File: config.mk
export PLATFORM = sky130hd
export DESIGN_NAME = cam_stream_gen
export DESIGN_NICKNAME = d
export VERILOG_FILES = /design/src/rtl/camgen_pkg.sv /design/src/rtl/camgen_phase_timer.sv /design/src/rtl/camgen_byte_src.sv /design/src/rtl/cam_stream_gen.sv
export SDC_FILE = /design/constraint.sdc
export NUM_CORES = 1
export LEC_CHECK = 0
export ABC_AREA = 1
export BUFFER_PORTS_ARGS = -buffer_cell sky130_fd_sc_hd__buf_2
export CAP_MARGIN = 20
export CORE_ASPECT_RATIO = 0.75
export CORE_MARGIN = 4
export CORE_UTILIZATION = 40
export DETAILED_ROUTE_END_ITERATION = 7
export PLACE_DENSITY = 0.62
export SYNTH_ARGS = -nofsm -noshare
export SYNTH_HDL_FRONTEND = slang
export SYNTH_SLANG_ARGS = --single-unit
export TNS_END_PERCENT = 20
File: constraint.sdc
create_clock -name clk -period 2.56 [get_ports clk]
set_input_delay 0.128 -clock clk [delete_from_list [all_inputs] [get_ports clk]]
set_output_delay 0.128 -clock clk [all_outputs]
set_load 0.01 [all_outputs]
File: src/rtl/camgen_pkg.sv
package camgen_pkg;

  typedef enum logic [2:0] {
    PH_IDLE  = 3'd0,
    PH_SYNC  = 3'd1,
    PH_PORCH = 3'd2,
    PH_LINE  = 3'd3,
    PH_GAP   = 3'd4
  } phase_t;

  function automatic logic [7:0] step_byte(input logic [7:0] cur);
    return cur - 8'd1;
  endfunction

  function automatic int beats_of(input int pixels);
    return 2 * pixels;
  endfunction

  function automatic int max4(input int a, input int b, input int c, input int d);
    int m;
    m = a;
    if (b > m) m = b;
    if (c > m) m = c;
    if (d > m) m = d;
    return m;
  endfunction

  function automatic int width_for(input int count);
    return (count > 1) ? $clog2(count) : 1;
  endfunction

endpackage

File: src/rtl/camgen_phase_timer.sv
module camgen_phase_timer #(
  parameter int CNT_W = 8
) (
  input  logic             clk,
  input  logic             rst_n,
  input  logic             clear,
  input  logic             run,
  input  logic [CNT_W-1:0] limit,
  output logic [CNT_W-1:0] cnt,
  output logic             at_end
);

  assign at_end = run && (cnt == limit);

  always_ff @(posedge clk or negedge rst_n) begin
    if (!rst_n)       cnt <= '0;
    else if (clear)   cnt <= '0;
    else if (run)     cnt <= cnt + 1'b1;
  end


  cnt_in_range_chk: assert property (@(posedge clk) disable iff (!rst_n)
    run |-> (cnt <= limit));

endmodule

File: src/rtl/camgen_byte_src.sv
module camgen_byte_src
  import camgen_pkg::*;
#(
  parameter logic [7:0] FIRST_BYTE = 8'hFF
) (
  input  logic       clk,
  input  logic       rst_n,
  input  logic       reload,
  input  logic       emit,
  output logic [7:0] data
);

  logic [7:0] pat_q;

  always_ff @(posedge clk or negedge rst_n) begin
    if (!rst_n) begin
      pat_q <= FIRST_BYTE;
      data  <= 8'd0;
    end else if (reload) begin
      pat_q <= FIRST_BYTE;
    end else if (emit) begin
      data  <= pat_q;
      pat_q <= step_byte(pat_q);
    end
  end


  data_hold_chk: assert property (@(posedge clk) disable iff (!rst_n)
    !emit |=> $stable(data));

endmodule

File: src/rtl/cam_stream_gen.sv
module cam_stream_gen
  import camgen_pkg::*;
#(
  parameter int         LINE_PIXELS = 800,
  parameter int         ROWS        = 480,
  parameter int         SYNC_LEN    = 10,
  parameter int         PORCH_LEN   = 20,
  parameter int         GAP_LEN     = 20,
  parameter int         FRAMES      = 15,
  parameter logic [7:0] FIRST_BYTE  = 8'hFF,
  localparam int        BEATS       = beats_of(LINE_PIXELS),
  localparam int        ROW_W       = width_for(ROWS),
  localparam int        BEAT_W      = width_for(BEATS)
) (
  input  logic              clk,
  input  logic              rst_n,
  input  logic              start,
  output logic              vsync,
  output logic              hsync,
  output logic [7:0]        data,
  output logic [ROW_W-1:0]  line_idx,
  output logic [BEAT_W-1:0] beat_idx,
  output logic              done
);

  localparam int CNT_W   = width_for(max4(SYNC_LEN, PORCH_LEN, BEATS, GAP_LEN) + 1);
  localparam int FRAME_W = width_for(FRAMES);
  localparam logic [CNT_W-1:0]   LIM_SYNC  = CNT_W'(SYNC_LEN - 1);
  localparam logic [CNT_W-1:0]   LIM_PORCH = CNT_W'(PORCH_LEN - 1);
  localparam logic [CNT_W-1:0]   LIM_LINE  = CNT_W'(BEATS - 1);
  localparam logic [CNT_W-1:0]   LIM_GAP   = CNT_W'(GAP_LEN - 1);
  localparam logic [ROW_W-1:0]   ROW_LAST  = ROW_W'(ROWS - 1);
  localparam logic [FRAME_W-1:0] FRM_LAST  = FRAME_W'(FRAMES - 1);

  phase_t             phase_q, phase_d;
  logic [CNT_W-1:0]   cnt, limit;
  logic               phase_end;
  logic [ROW_W-1:0]   row_q;
  logic [FRAME_W-1:0] frame_q;

  // named events
  logic start_ok, row_last, frame_last, seq_end, emit;

  assign start_ok   = start && (phase_q == PH_IDLE);
  assign row_last   = (row_q == ROW_LAST);
  assign frame_last = (frame_q == FRM_LAST);
  assign seq_end    = (phase_q == PH_GAP) && phase_end && row_last && frame_last;
  assign emit       = (phase_d == PH_LINE);

  always_comb begin
    case (phase_q)
      PH_SYNC:  limit = LIM_SYNC;
      PH_PORCH: limit = LIM_PORCH;
      PH_LINE:  limit = LIM_LINE;
      PH_GAP:   limit = LIM_GAP;
      default:  limit = '0;
    endcase
  end

  always_comb begin
    phase_d = phase_q;
    case (phase_q)
      PH_IDLE:  if (start_ok)  phase_d = PH_SYNC;
      PH_SYNC:  if (phase_end) phase_d = PH_PORCH;
      PH_PORCH: if (phase_end) phase_d = PH_LINE;
      PH_LINE:  if (phase_end) phase_d = PH_GAP;
      PH_GAP:   if (phase_end) begin
        if (!row_last)        phase_d = PH_LINE;
        else if (!frame_last) phase_d = PH_SYNC;
        else                  phase_d = PH_IDLE;
      end
      default:  phase_d = PH_IDLE;
    endcase
  end

  camgen_phase_timer #(.CNT_W(CNT_W)) u_timer (
    .clk    (clk),
    .rst_n  (rst_n),
    .clear  (start_ok || phase_end),
    .run    (phase_q != PH_IDLE),
    .limit  (limit),
    .cnt    (cnt),
    .at_end (phase_end)
  );

  camgen_byte_src #(.FIRST_BYTE(FIRST_BYTE)) u_bytes (
    .clk    (clk),
    .rst_n  (rst_n),
    .reload (start_ok),
    .emit   (emit),
    .data   (data)
  );

  always_ff @(posedge clk or negedge rst_n) begin
    if (!rst_n) begin
      phase_q <= PH_IDLE;
      row_q   <= '0;
      frame_q <= '0;
      done    <= 1'b0;
    end else begin
      phase_q <= phase_d;
      if (start_ok) begin
        row_q   <= '0;
        frame_q <= '0;
        done    <= 1'b0;
      end else if ((phase_q == PH_GAP) && phase_end) begin
        if (!row_last) begin
          row_q <= row_q + 1'b1;
        end else if (!frame_last) begin
          row_q   <= '0;
          frame_q <= frame_q + 1'b1;
        end
      end
      if (seq_end) done <= 1'b1;
    end
  end

  assign vsync    = (phase_q == PH_SYNC);
  assign hsync    = (phase_q == PH_LINE);
  assign line_idx = (phase_q == PH_LINE || phase_q == PH_GAP) ? row_q : '0;
  assign beat_idx = hsync ? cnt[BEAT_W-1:0] : '0;


  sync_no_line_chk: assert property (@(posedge clk) disable iff (!rst_n)
    vsync |-> !hsync);


  beat_step_chk: assert property (@(posedge clk) disable iff (!rst_n)
    (hsync && $past(hsync)) |-> (data == $past(data) - 8'd1));


  beat_count_chk: assert property (@(posedge clk) disable iff (!rst_n)
    (hsync && $past(hsync)) |-> (beat_idx == $past(beat_idx) + 1'b1));


  done_quiet_chk: assert property (@(posedge clk) disable iff (!rst_n)
    done |-> (!vsync && !hsync));


  late_start_chk: assert property (@(posedge clk) disable iff (!rst_n)
    (seq_end && start) |=> (done && !vsync));


  restart_chk: assert property (@(posedge clk) disable iff (!rst_n)
    start_ok |=> (vsync && !done));

endmodule

## Yosys cells after proc, flatten, opt, wreduce, memory -nomap -nowiden

Index checks and enable logic that the tools add are counted.

| operators by class | value |
|---|---|
| add/sub/neg operators | 4 |
| equal/unequal tests | 10 |
| multiplexer cells | 25 |
| bitwise operators | 1 |
| reductions and logical operators | 18 |

Operators with widths:

| operator | count |
|---|---|
| $mux W9 | 5 |
| $mux W11 | 3 |
| $pmux W11 S3 | 1 |
| $mux W4 | 4 |
| $mux W8 | 2 |
| $mux W3 | 5 |
| $pmux W3 S5 | 1 |
| $add A11 B1 Y11 const B | 1 |
| $eq A11 B11 Y1 | 1 |
| $reduce_bool A2 Y1 | 5 |
| $add A9 B1 Y9 const B | 1 |
| $eq A3 B2 Y1 const B | 3 |
| $eq A9 B9 Y1 const B | 1 |
| $sub A8 B1 Y8 const B | 1 |
| $logic_and A1 B1 Y1 | 5 |
| $add A4 B1 Y4 const B | 1 |
| $eq A4 B4 Y1 const B | 1 |
| $reduce_and A2 Y1 | 2 |
| $eq A3 B1 Y1 const B | 1 |
| $eq A3 B3 Y1 const B | 1 |
| $logic_not A3 Y1 | 1 |
| $mux W1 | 3 |
| $ne A3 B3 Y1 const B | 1 |
| $reduce_and A3 Y1 | 1 |
| other kinds (6) | 7 |

| word-level totals | value |
|---|---|
| register bits | 44 |
| input port bits | 3 |
| output and inout bits | 31 |
| word-level logic and storage cells | 65 |

## Longest topological paths before layout

| logic depth | value |
|---|---|
| word-level depth | 10 |
| depth in mapped cells | 17 |

## Hierarchy

From an unflattened synthesis, not the netlist that was laid out.

| unflattened totals | value |
|---|---|
| cell total of the unflattened synthesis | 396 |
| area total of the unflattened synthesis | 2802.7 µm² |

By module, submodules not included:

| module | instances | cells an instance | area an instance (µm²) |
|---|---|---|---|
| cam_stream_gen | 1 | 194 | 1292.5 |
| camgen_phase_timer | 1 | 118 | 759.5 |
| camgen_byte_src | 1 | 84 | 750.7 |

## Least setup slack after synthesis

Ideal clock, no wire load.

| timing path | value |
|---|---|
| path type | register -> register |
| start point | register phase_q[0] |
| end point | register row_q[2] |
| data arrival time | 1.743 ns |
| data required time | 2.437 ns |
| slack | 0.694 ns |
| stages on the path, launching flop included | 17 |
| path buffers | 2 |
| clock period less this slack | 1.866 ns |
| cell sequence | dfrtp_1 > buf_6 > nor2_2 > nand2_1 > nand2_1 > inv_2 > nand2_1 > nand3_1 > nand2_2 > nand3_1 > nand2_1 > nand2_2 > inv_2 > buf_2 > nand2_1 > o22ai_1 > a21oi_1 |

| on the way | value |
|---|---|
| longest elaborated chain between the ends | 8 |
| elaborated cells between the ends (all ways) | 16 |
| classes of those cells | eq/ne: 6; mux: 2; reduce/logical: 8 |

Ends and longest elaborated chain:

| element | RTL line | source |
|---|---|---|
| start: declaration | cam_stream_gen.sv:35 | `phase_t phase_q, phase_d;` |
| start signal: assignment | cam_stream_gen.sv:101 | `phase_q <= phase_d;` |
| $eq A3 B3 Y1 / $eq A3 B2 Y1 (equally long branches) | cam_stream_gen.sv:51, cam_stream_gen.sv:106 |  |
| $reduce_or A2 Y1 (no source line) | n/a |  |
| $pmux W11 S3 | cam_stream_gen.sv:51 | `case (phase_q)` |
| $eq A11 B11 Y1 | camgen_phase_timer.sv:13 | `assign at_end = run && (cnt == limit);` |
| $logic_and A1 B1 Y1 | camgen_phase_timer.sv:13 |  |
| $logic_and A1 B1 Y1 | cam_stream_gen.sv:106 | `end else if ((phase_q == PH_GAP) && phase_end) begin` |
| $reduce_bool A2 Y1 (no source line) | n/a |  |
| $reduce_and A2 Y1 (no source line) | n/a |  |
| end signal: assignment | cam_stream_gen.sv:108 | `row_q <= row_q + 1'b1;` |
| end: declaration | cam_stream_gen.sv:38 | `logic [ROW_W-1:0] row_q;` |

Parallel ways exist; a longest one is shown, timed or not.
A chain may end at the register's enable or synchronous reset.

## Worst setup path in the final report

| timing path | value |
|---|---|
| start point | register phase_q[0] |
| end point | register u_bytes.pat_q[0] |

| on the way | value |
|---|---|
| longest elaborated chain between the ends | 9 |
| elaborated cells between the ends (all ways) | 20 |
| classes of those cells | eq/ne: 6; mux: 8; reduce/logical: 6 |

Ends and longest elaborated chain:

| element | RTL line | source |
|---|---|---|
| $eq A3 B3 Y1 / $eq A3 B2 Y1 (equally long branches) | cam_stream_gen.sv:51, cam_stream_gen.sv:62 |  |
| $reduce_or A2 Y1 (no source line) | n/a |  |
| $pmux W11 S3 | cam_stream_gen.sv:51 |  |
| $eq A11 B11 Y1 | camgen_phase_timer.sv:13 |  |
| $logic_and A1 B1 Y1 | camgen_phase_timer.sv:13 |  |
| $mux W3 (on tied branches) | n/a |  |
| $pmux W3 S5 (*) | cam_stream_gen.sv:62 | `case (phase_q)` |
| net phase_d[0] | cam_stream_gen.sv:35 |  |
| $eq A3 B2 Y1 (*) | cam_stream_gen.sv:48 | `assign emit = (phase_d == PH_LINE);` |
| $reduce_bool A2 Y1 (no source line) (*) | n/a |  |
| end signal: assignment | camgen_byte_src.sv:23 | `pat_q <= step_byte(pat_q);` |
| end: declaration | camgen_byte_src.sv:13 | `logic [7:0] pat_q;` |

The timed path passes the listed nets; every way through them passes the cells marked *.

==> flow_metrics.tcl <==
set metrics [dict create \
    antenna_left 0 \
    vias 2268 \
    maxCapViolCount 0 \
    num_io_pins 34 \
    hold_path_class "in2async" \
    finish.net_count 384 \
    dr.pass1.iters 4 \
    area_delta_synth_final_pct 14.4 \
    fin_skew_ps 7.42 \
    grt_overflow 0 \
    cts_root_buf "clkbuf_8" \
    cp_num_buf_inv 1 \
    wl_per_cell_um 12.0 \
    syn_inst 338 \
    dieArea_um2 7660 \
    vias_per_cell 4.98 \
    cp.required_ps 2790 \
    fmax_mhz 449 \
    insertion_delay_ps 290 \
    ys_ff_latch 44 \
    p_leak_nw 1.48 \
    worst_pin_slew_ps 655 \
    port_buffers 33 \
    hold_viol_final 0 \
    antenna_found_initial 0 \
    crit_top_cell "nand2_1" \
    tns_ps 0 \
    synth_area_um2 2520 \
    cp-start-kind "flip-flop" \
    cpMaxStageDelayCell "dfrtp_1" \
    post-route-cell-area_um2 2890 \
    finalSetupViolCount 0 \
    slew_viol_final 0 \
    antenna_cells 0 \
    synth_warnings 0 \
    fin_crit_ps 2230 \
    drc 0 \
    synthesis.nets 346 \
    placed_area_um2 2760 \
    max_stage_delay_ps 480 \
    power_density_nw_per_um2 1150 \
    avgSynthCellArea_um2 7.47 \
    synth_seq_area_share_pct 44.0 \
    first_global_vias 2039 \
    die_w_um 99.7 \
    worst_setup_path_end_kind "flip-flop" \
    drt-initial-drc-count 133 \
    gp_congestion 0.874 \
    critPathTopFamily "simple AND/OR/NAND/NOR gates" \
    grt_max_degree 45 \
    nFillCells 619 \
    hpwl_um 3980 \
    ff_latch_area_um2 1110 \
    die_h_um 76.8 \
    routed_wirelength_um 5460 \
    rsz0062_at_grt "false" \
    post-route-period-util_pct 87.0 \
    core_area_um2 5980 \
    multi_input_area_um2 1200 \
    critical_path_class "reg2reg" \
    synth_cell_types 32 \
    rows 24 \
    path_cells "nor2_2 > nand2_1 > nand2_1 > inv_2 > nand2_1 > nand3_1 > nand2_2 > nand2_2 > a31oi_1 > nand2_2 > nand2_8 > nand2_2 > nand2_1 > nand2_1" \
    layout_common_cells "nand2_1 (78), nor2_1 (47), inv_1 (39)" \
    outcome "finished clean" \
    grt_pass1_wl_um 9510 \
    drive_gt1_share_pct 18.8 \
    cts_setup_buffers 0 \
    cts_tree "done" \
    cts_inserted_buffers 5 \
    track_usage_pct 15.1 \
    cp.arrival_ps 2450 \
    h-tree-depth 2 \
    clk_pin_slew_ps 80 \
    clock-sinks 44 \
    layout_commonest_cell "nand2_1" \
    maxSlewHeadroom_pct 56.2 \
    ir_drop_mv 0.631 \
    start_util_pct 42.2 \
    path_max_fanout 24 \
    clk_path_buf_depth 2 \
]
Yosys cell counts (all sizes together):
master	instances	area (um^2)
o41ai	1	8.76
o22ai	3	18.8
a21oi	9	45.0
a31oi	2	12.5
nor3b	2	15.0
nor3	8	40.0
xnor2	1	8.76
nand2	85	342
or2	2	12.5
inv	45	169
dfstp	8	210
clkbuf	3	11.3
nand3	35	180
nand3b	1	7.51
nor2	52	213
a21boi	1	7.51
o21ai	18	90.1
ha	5	62.6
buf	4	38.8
dfrtp	36	901
xor2	9	78.8
o211ai	1	7.51
nand4	7	43.8
through the flow:
stage	utilization (%)	setup slack (ps)	hold WS, ps	std cells	power, mW
6_report	48.3	334	209	455	3.33
4_1_cts	47.7	282	33.7	453	3.32
3_3_place_gp	46.2	346	354	445	2.83
5_1_grt	48.3	20.4	226	455	3.66
2_1_floorplan	-	694	-168	338	2.48
3_5_place_dp	46.2	295	359	445	2.85
layer usage:
| layer | wire, um | global-route usage, % |
|---|---|---|
| met1 | 2750 | 22.8 |
| met2 | 2330 | 21.7 |
| met3 | 319 | 3.54 |
| met4 | 52 | 3.68 |
| met5 | 0 | 0 |
flip-flops by register name (all words and copies together) (netlist names):
register and cells:
u_bytes.pat_q 8, done 1, u_bytes.data 8, frame_q 4, row_q 9, phase_q 3, u_timer.cnt 11
power breakdown:
part	internal [mW]	switching [mW]	leakage [nW]	total, mW
Sequential	0.981	0.211	0.556	1.19
Clock	0.220	0.230	0.0455	0.450
Combinational	0.581	1.11	0.876	1.69
Total	1.78	1.55	1.48	3.33
kinds of logic (layout without fill, tap and decap cells):
kind of cell	Yosys count	after routing	share of synthesized area (%)
adder cells (fa/ha/maj)	5	5	2.48
buffers and inverters	52	91	8.68
AND/OR/NAND/NOR	192	192	33.8
flip-flops	44	44	44.0
AO/OA/AOI/OAI	35	35	7.54
XOR/XNOR	10	10	3.47
final timing paths:
path	start	to	slack, ps	cells after the start
worst max-delay path	phase_q[0]	u_bytes.pat_q[0]	330	14
worst min-delay path	rst_n	u_timer.cnt[8]	210	2
worst max register to register	phase_q[0]	u_bytes.pat_q[0]	330	14
worst min register to register	frame_q[3]	frame_q[3]	460	1
max in group asynchronous	rst_n	u_bytes.pat_q[0]	1810	3
min in group clk	start	u_timer.cnt[0]	210	4
layout make-up:
cell class | instances | area share, %
Inverter | 45 | 5.85
Clock buffer | 8 | 3.12
Tap cell | 78 | 3.38
Timing Repair Buffer | 38 | 7.54
Multi-Input combinational cell | 242 | 41.6
Sequential cell | 44 | 38.5
repair_timing:
action | in CTS | in global routing
setup endpoints to repair | 0 | 8
resized for setup | 0 | 1
endpoints found under the hold margin | 0 | 7
hold buffers | 0 | 1
Note: power is estimated with default switching activity, not from simulation.
